$ cat src/rtl/cic_interp_pkg.sv
package cic_interp_pkg;

    localparam int unsigned RATE_MIN = 125;
    localparam int unsigned RATE_MAX = 136;

    typedef enum logic [1:0] {
        SEL_X128 = 2'b00,
        SEL_X125 = 2'b01,
        SEL_X136 = 2'b10,
        SEL_ALT  = 2'b11
    } rate_sel_e;

    // Upsampling factor for a select code; the spare code falls back to 128.
    function automatic int unsigned rate_of(input logic [1:0] s);
        case (s)
            2'b01:   return 125;
            2'b10:   return 136;
            default: return 128;
        endcase
    endfunction

    // round(2^sh / r^(n-1)): multiplier that removes the cascade gain.
    function automatic longint unsigned norm_gain(input int unsigned r,
                                                  input int unsigned n,
                                                  input int unsigned sh);
        longint unsigned g;
        g = 64'd1;
        for (int i = 1; i < int'(n); i++) g = g * 64'(r);
        return ((64'd1 << sh) + g / 2) / g;
    endfunction

endpackage

$ cat src/rtl/cic_rate_ctl.sv
module cic_rate_ctl
    import cic_interp_pkg::*;
#(
    parameter int unsigned PHW = 8
) (
    input  logic       clk,
    input  logic       rst_n,
    input  logic       en,
    input  logic       tick,
    input  logic [1:0] rate_sel,
    output logic       accept,
    output rate_sel_e  sel_lat
);

    typedef struct packed {
        logic [PHW-1:0] ph;
        rate_sel_e      sel;
    } ctl_t;

    ctl_t           st_d, st_q;
    logic [PHW-1:0] last_ph;

    always_comb begin
        st_d    = st_q;
        last_ph = PHW'(rate_of(st_q.sel) - 1);
        if (!en) begin
            st_d.ph  = '0;
            st_d.sel = rate_sel_e'(rate_sel);
        end else if (tick) begin
            st_d.ph = (st_q.ph == last_ph) ? '0 : st_q.ph + 1'b1;
        end
    end

    always_ff @(posedge clk or negedge rst_n) begin
        if (!rst_n) begin
            st_q.ph  <= '0;
            st_q.sel <= SEL_X128;
        end else begin
            st_q <= st_d;
        end
    end

    assign accept  = en && tick && (st_q.ph == '0);
    assign sel_lat = st_q.sel;

endmodule

$ cat src/rtl/cic_comb_bank.sv
module cic_comb_bank #(
    parameter int unsigned IW = 16,
    parameter int unsigned AW = 48,
    parameter int unsigned N  = 4
) (
    input  logic                 clk,
    input  logic                 rst_n,
    input  logic                 en,
    input  logic                 load,
    input  logic signed [IW-1:0] x,
    output logic signed [AW-1:0] y
);

    typedef struct packed {
        logic [N-1:0][AW-1:0] dly;
    } comb_t;

    comb_t              st_d, st_q;
    logic signed [AW-1:0] tap [N+1];

    assign tap[0] = AW'(x);

    for (genvar k = 0; k < N; k++) begin : g_stage
        assign tap[k+1] = tap[k] - $signed(st_q.dly[k]);
    end

    always_comb begin
        st_d = st_q;
        if (!en) begin
            st_d = '0;
        end else if (load) begin
            for (int k = 0; k < int'(N); k++) st_d.dly[k] = tap[k];
        end
        // zero stuffing: only the accepting tick carries a value
        y = load ? tap[N] : '0;
    end

    always_ff @(posedge clk or negedge rst_n) begin
        if (!rst_n) st_q <= '0;
        else        st_q <= st_d;
    end

endmodule

$ cat src/rtl/cic_integ_bank.sv
module cic_integ_bank #(
    parameter int unsigned AW = 48,
    parameter int unsigned N  = 4
) (
    input  logic                 clk,
    input  logic                 rst_n,
    input  logic                 en,
    input  logic                 step,
    input  logic signed [AW-1:0] u,
    output logic signed [AW-1:0] acc
);

    typedef struct packed {
        logic [N-1:0][AW-1:0] acc;
    } integ_t;

    integ_t             st_d, st_q;
    logic signed [AW-1:0] sum [N+1];

    assign sum[0] = u;

    for (genvar k = 0; k < N; k++) begin : g_stage
        assign sum[k+1] = $signed(st_q.acc[k]) + sum[k];
    end

    always_comb begin
        st_d = st_q;
        if (!en) begin
            st_d = '0;
        end else if (step) begin
            for (int k = 0; k < int'(N); k++) st_d.acc[k] = sum[k+1];
        end
        acc = sum[N];
    end

    always_ff @(posedge clk or negedge rst_n) begin
        if (!rst_n) st_q <= '0;
        else        st_q <= st_d;
    end

endmodule

$ cat src/rtl/cic_gain_norm.sv
module cic_gain_norm #(
    parameter int unsigned AW    = 48,
    parameter int unsigned KW    = 23,
    parameter int unsigned OW    = 16,
    parameter int unsigned SHIFT = 40
) (
    input  logic signed [AW-1:0] acc,
    input  logic        [KW-1:0] gain,
    output logic signed [OW-1:0] y
);

    localparam int unsigned PW = AW + KW + 1;
    localparam logic signed [PW-1:0] HALF = PW'(1) << (SHIFT - 1);

    logic signed [PW-1:0] prod;
    logic signed [PW-1:0] rounded;

    always_comb begin
        prod    = PW'(acc) * $signed(PW'({1'b0, gain}));
        rounded = prod + HALF;
        y       = OW'(rounded >>> SHIFT);
    end

endmodule

$ cat src/rtl/cic_interp.sv
module cic_interp
    import cic_interp_pkg::*;
#(
    parameter int unsigned IW     = 16,
    parameter int unsigned STAGES = 4,
    parameter int unsigned SHIFT  = 40
) (
    input  logic                 clk,
    input  logic                 rst_n,
    input  logic                 en,
    input  logic [1:0]           rate_sel,
    input  logic                 tick,
    input  logic                 in_valid,
    output logic                 in_ready,
    input  logic signed [IW-1:0] in_data,
    output logic                 out_valid,
    output logic signed [IW-1:0] out_data
);

    localparam int unsigned PHW   = $clog2(RATE_MAX);
    localparam int unsigned GUARD = STAGES * $clog2(RATE_MAX);
    localparam int unsigned AW    = IW + GUARD;
    localparam int unsigned KW    = SHIFT - (STAGES - 1) * ($clog2(RATE_MIN) - 1) + 1;

    localparam logic [KW-1:0] K_125 = KW'(norm_gain(125, STAGES, SHIFT));
    localparam logic [KW-1:0] K_128 = KW'(norm_gain(128, STAGES, SHIFT));
    localparam logic [KW-1:0] K_136 = KW'(norm_gain(136, STAGES, SHIFT));

    typedef struct packed {
        logic          vld;
        logic [IW-1:0] data;
    } out_t;

    logic                 accept;
    rate_sel_e            sel_lat;
    logic signed [IW-1:0] sample;
    logic signed [AW-1:0] stuffed;
    logic signed [AW-1:0] acc_nx;
    logic signed [IW-1:0] scaled;
    logic        [KW-1:0] gain;
    logic                 step;
    out_t                 out_d, out_q;

    cic_rate_ctl #(.PHW(PHW)) u_ctl (
        .clk      (clk),
        .rst_n    (rst_n),
        .en       (en),
        .tick     (tick),
        .rate_sel (rate_sel),
        .accept   (accept),
        .sel_lat  (sel_lat)
    );

    assign sample = in_valid ? in_data : '0;
    assign step   = en && tick;

    cic_comb_bank #(.IW(IW), .AW(AW), .N(STAGES)) u_comb (
        .clk   (clk),
        .rst_n (rst_n),
        .en    (en),
        .load  (accept),
        .x     (sample),
        .y     (stuffed)
    );

    cic_integ_bank #(.AW(AW), .N(STAGES)) u_integ (
        .clk   (clk),
        .rst_n (rst_n),
        .en    (en),
        .step  (step),
        .u     (stuffed),
        .acc   (acc_nx)
    );

    always_comb begin
        case (sel_lat)
            SEL_X125: gain = K_125;
            SEL_X136: gain = K_136;
            default:  gain = K_128;
        endcase
    end

    cic_gain_norm #(.AW(AW), .KW(KW), .OW(IW), .SHIFT(SHIFT)) u_norm (
        .acc  (acc_nx),
        .gain (gain),
        .y    (scaled)
    );

    always_comb begin
        out_d     = out_q;
        out_d.vld = step;
        if (!en)       out_d.data = '0;
        else if (tick) out_d.data = scaled;
    end

    always_ff @(posedge clk or negedge rst_n) begin
        if (!rst_n) out_q <= '0;
        else        out_q <= out_d;
    end

    assign in_ready  = accept;
    assign out_valid = out_q.vld;
    assign out_data  = out_q.data;

endmodule

$ cat config.mk
export PLATFORM = sky130hd
export DESIGN_NAME = cic_interp
export DESIGN_NICKNAME = d
export VERILOG_FILES = /design/src/rtl/cic_interp_pkg.sv /design/src/rtl/cic_rate_ctl.sv /design/src/rtl/cic_comb_bank.sv /design/src/rtl/cic_integ_bank.sv /design/src/rtl/cic_gain_norm.sv /design/src/rtl/cic_interp.sv
export SDC_FILE = /design/constraint.sdc
export NUM_CORES = 2
export LEC_CHECK = 0
export BUFFER_PORTS_ARGS = -buffer_cell sky130_fd_sc_hd__buf_2
export CORE_ASPECT_RATIO = 0.8
export CORE_MARGIN = 2
export CORE_UTILIZATION = 45
export DETAILED_ROUTE_END_ITERATION = 8
export PLACE_DENSITY = 0.6
export SLEW_MARGIN = 20
export SYNTH_ARGS = -nofsm -noshare
export SYNTH_HDL_FRONTEND = slang
export SYNTH_SLANG_ARGS = --single-unit
$ cat constraint.sdc
create_clock -name clk -period 54.8 [get_ports clk]
set_input_delay 5.48 -clock clk [delete_from_list [all_inputs] [get_ports clk]]
set_output_delay 5.48 -clock clk [all_outputs]
set_load 0.02 [all_outputs]
==> results.json <==
{
  "run_status": "completed",
  "setup_slack_ps": 25780,
  "remaining_drc_errors": 0,
  "cpLargestDelayFamily": "compound AO/OA/AOI/OAI gates",
  "routed-via-count": 41500,
  "synth_nets": 7482,
  "syn_area_sq_mm": 0.0548,
  "yosys_register_bits": 378,
  "post_synth_and_or_nand_nor_area_fraction_pct": 13.4,
  "track_usage_pct": 22.0,
  "overflow": 0,
  "clock_insertion_delay_worst_skew_ps": 650,
  "chipHeight_um": 316,
  "compound_cell_area_share_of_the_yosys_netlist_pct": 15.1,
  "clkTransAtPathRegs_ps": 60,
  "wire_length_of_the_first_global_routing_pass_mm": 224,
  "area_growth_pct": 6.59,
  "yosys-mux-area-fraction_pct": 2.56,
  "post_cts_resize_count": 0,
  "netlist_top_cells_count": "inv_1 (1057), ha_1 (756), fa_1 (554)",
  "crit_arrival_ps": 29590,
  "pre_cts_ws_ps": 25520,
  "timing.critical_path.slowest_cell_delay_ps": 670,
  "mean_syn_cell_area_sq_um": 8.92,
  "final_hold_violations": 0,
  "synth_enable_flop_cells": 0,
  "first_pass_iters": 6,
  "worst_ep_required_time_ps": 55370,
  "rr_startpoint": "u_comb.st_q[0]",
  "n_fill_cell": 11500,
  "clock_tree.root_cell": "clkbuf_16",
  "syn-instance-count": 6149,
  "ys_warn_count": 0,
  "dominant_combinational_cell_family_by_area_after_synthesis": "adder cells",
  "clockBufferDepth": 3,
  "worstHoldStart": "out_data[12]",
  "max_cap_viol_count": 0,
  "setup-violations-final": 0,
  "placementRows": 114,
  "setup_total_negative_slack_ps": 0,
  "n_antenna_cell": 0,
  "path_class": "in -> reg",
  "cts_tree": "done",
  "numCtsBuffers": 50,
  "crit_buf_inv": 7,
  "number_of_antenna_violations_at_the_first_check_in_global_routing": 1,
  "finalMaxSlewViolations": 0,
  "endpoint_of_the_most_critical_register_to_register_path": "out_data[15]",
  "detail_route.vias_per_cell": 5.35,
  "number_of_port_buffers": 40,
  "synth_ff_type": "dfrtp_1",
  "cts_setup_buffers": 0,
  "critical_path.endpoint": "out_data[15]",
  "worst_setup_path_end_kind": "register",
  "layout_worst_path_cycle_share_pct": 53.0,
  "ys_async_sr_fraction_pct": 100,
  "synth-seq-area-share_pct": 17.3,
  "regToRegSetupSlack_ps": 30560,
  "cts.htree.levels": 2,
  "max_clock_freq_ghz": 0.0345,
  "io_pins": 41,
  "via_count_of_the_first_global_routing_pass": 41200,
  "grt_setup_unrepaired": "false",
  "design.die.area_sq_mm": 0.125,
  "depth_of_the_worst_register_to_register_path": 99,
  "synth_xor_area_share_pct": 5.71,
  "die_w_um": 394,
  "gp_congestion": 0.895,
  "final.setup_skew_ps": 38.2,
  "routed_wl_mm": 136,
  "final_layout_size_suffix_gt1_share_pct": 3.27,
  "timing.final.crit_period_ps": 29020,
  "synthAdderAreaFrac_pct": 37.5,
  "setup.worst_path.start": "in_valid",
  "tightest_slew_ps": 1060,
  "drt_first_iter_violations": 2977,
  "synth_area_leader_cell": "fa_1",
  "netlist-cell-type-count": 79,
  "synth.top_cells.by_area": "fa_1 (20%), dfrtp_1 (17%), ha_1 (17%)",
  "fp.coreArea_sq_mm": 0.121,
  "cpMaxStageDelayCell": "o31ai_1",
  "worst_slew_margin_rel_pct": 29.3,
  "drt.antenna.violating_nets": 0,
  "netlist.area_leader.share_pct": 20.2,
  "hpwl_mm": 109,
  "synthMostInstantiatedCell": "inv_1",
  "num-nets-final": 7433,
  "max_fo_critical_path": 16,
  "maximum_number_of_pins_on_one_net_before_global_route_repair": 112,
  "min_path_type": "reg -> reg",
  "initial_utilization_pct": 45.4,
  "crit_path_frequent_cell": "a21o_1",
  "crit_path_cell_count": 101,
  "worst_setup_path_start_kind": "input port",
  "postCtsHoldBufs": 0,
  "avgRoutedWirePerCell_um": 17.5,
  "clkSinkCount": 378
}
==> logic make-up after synthesis <==
family	count (synthesis)
multiplexers	140
AO/OA/AOI/OAI	1255
AND/OR/NAND/NOR	1478
adder cells (fa/ha/maj)	1310
XOR/XNOR	352
flip-flops	378
buffers and inverters	1236
==> cell type report <==
class / instances / area (sq um) / share of cell area, %
clock buffers: 76 / 1520 / 2.61
clock inverters: 15 / 188 / 0.321
inverters: 1059 / 3980 / 6.81
multi-input cells: 4535 / 40700 / 69.7
flip-flops and latches: 378 / 9460 / 16.2
well taps: 1624 / 2030 / 3.48
repair buffers: 76 / 514 / 0.880
==> worst reg2reg max path: cells and delay by family (launching register included) <==
kind | cells | cell delay [ps]
xor+xnor | 11 | 2350
simple gates | 21 | 4390
fa+ha+maj | 18 | 7520
buf+inv | 6 | 390
flops | 1 | 370
compound gates | 43 | 9190
==> through the flow <==
stage	cell area, sq um	hold WS (ps)	utilization (%)	std cells
5_1_grt	58400	511	48.4	7763
3_3_place_gp	56700	464	46.9	7671
2_1_floorplan	54800	449	-	6149
6_report	58400	481	48.4	7763
4_1_cts	58400	484	48.4	7763
3_5_place_dp	56700	471	46.9	7672
==> worst min-delay path by stage <==
stage	slack, ps	endpoint	depth (start not counted)
2_1_floorplan	450	u_comb.st_q[61]	2
5_1_grt	510	u_comb.st_q[91]	1
6_report	480	out_data[12]	2
4_1_cts	480	out_data[12]	2
3_5_place_dp	470	out_data[11]	2
3_3_place_gp	460	out_data[14]	2
==> flip-flops by register name (all words and copies together), names as in the netlist <==
name / cells
out_valid: 1
u_ctl.sel_lat: 2
u_comb.st_q: 159
u_ctl.st_q: 8
u_integ.st_q: 192
out_data: 16
==> cells in the final DEF (no fill, tap or decap), types with 113 or more instances in the layout <==
cell type and n:
nand2_1 403, fa_1 554, nor2_1 265, mux2i_1 138, ha_1 756, xnor2_1 235, nand3_1 181, xor2_1 113
inv_1 1057, dfrtp_1 378, o21ai_0 214, and2_1 124, a21o_1 236, a21oi_1 343, nor2b_1 228
==> layer usage <==
layer	up-vias	track usage [%]	share of wire, %
li1	20400	-	-
met1	20200	34.3	52
met2	840	32.7	42
met3	90	3.42	5.3
met4	0	3.00	1.1
met5	-	0	0
Power is left out: the tool's default activity adds up to more than one toggle a clock period on the data nets, which glitch-free logic cannot reach.
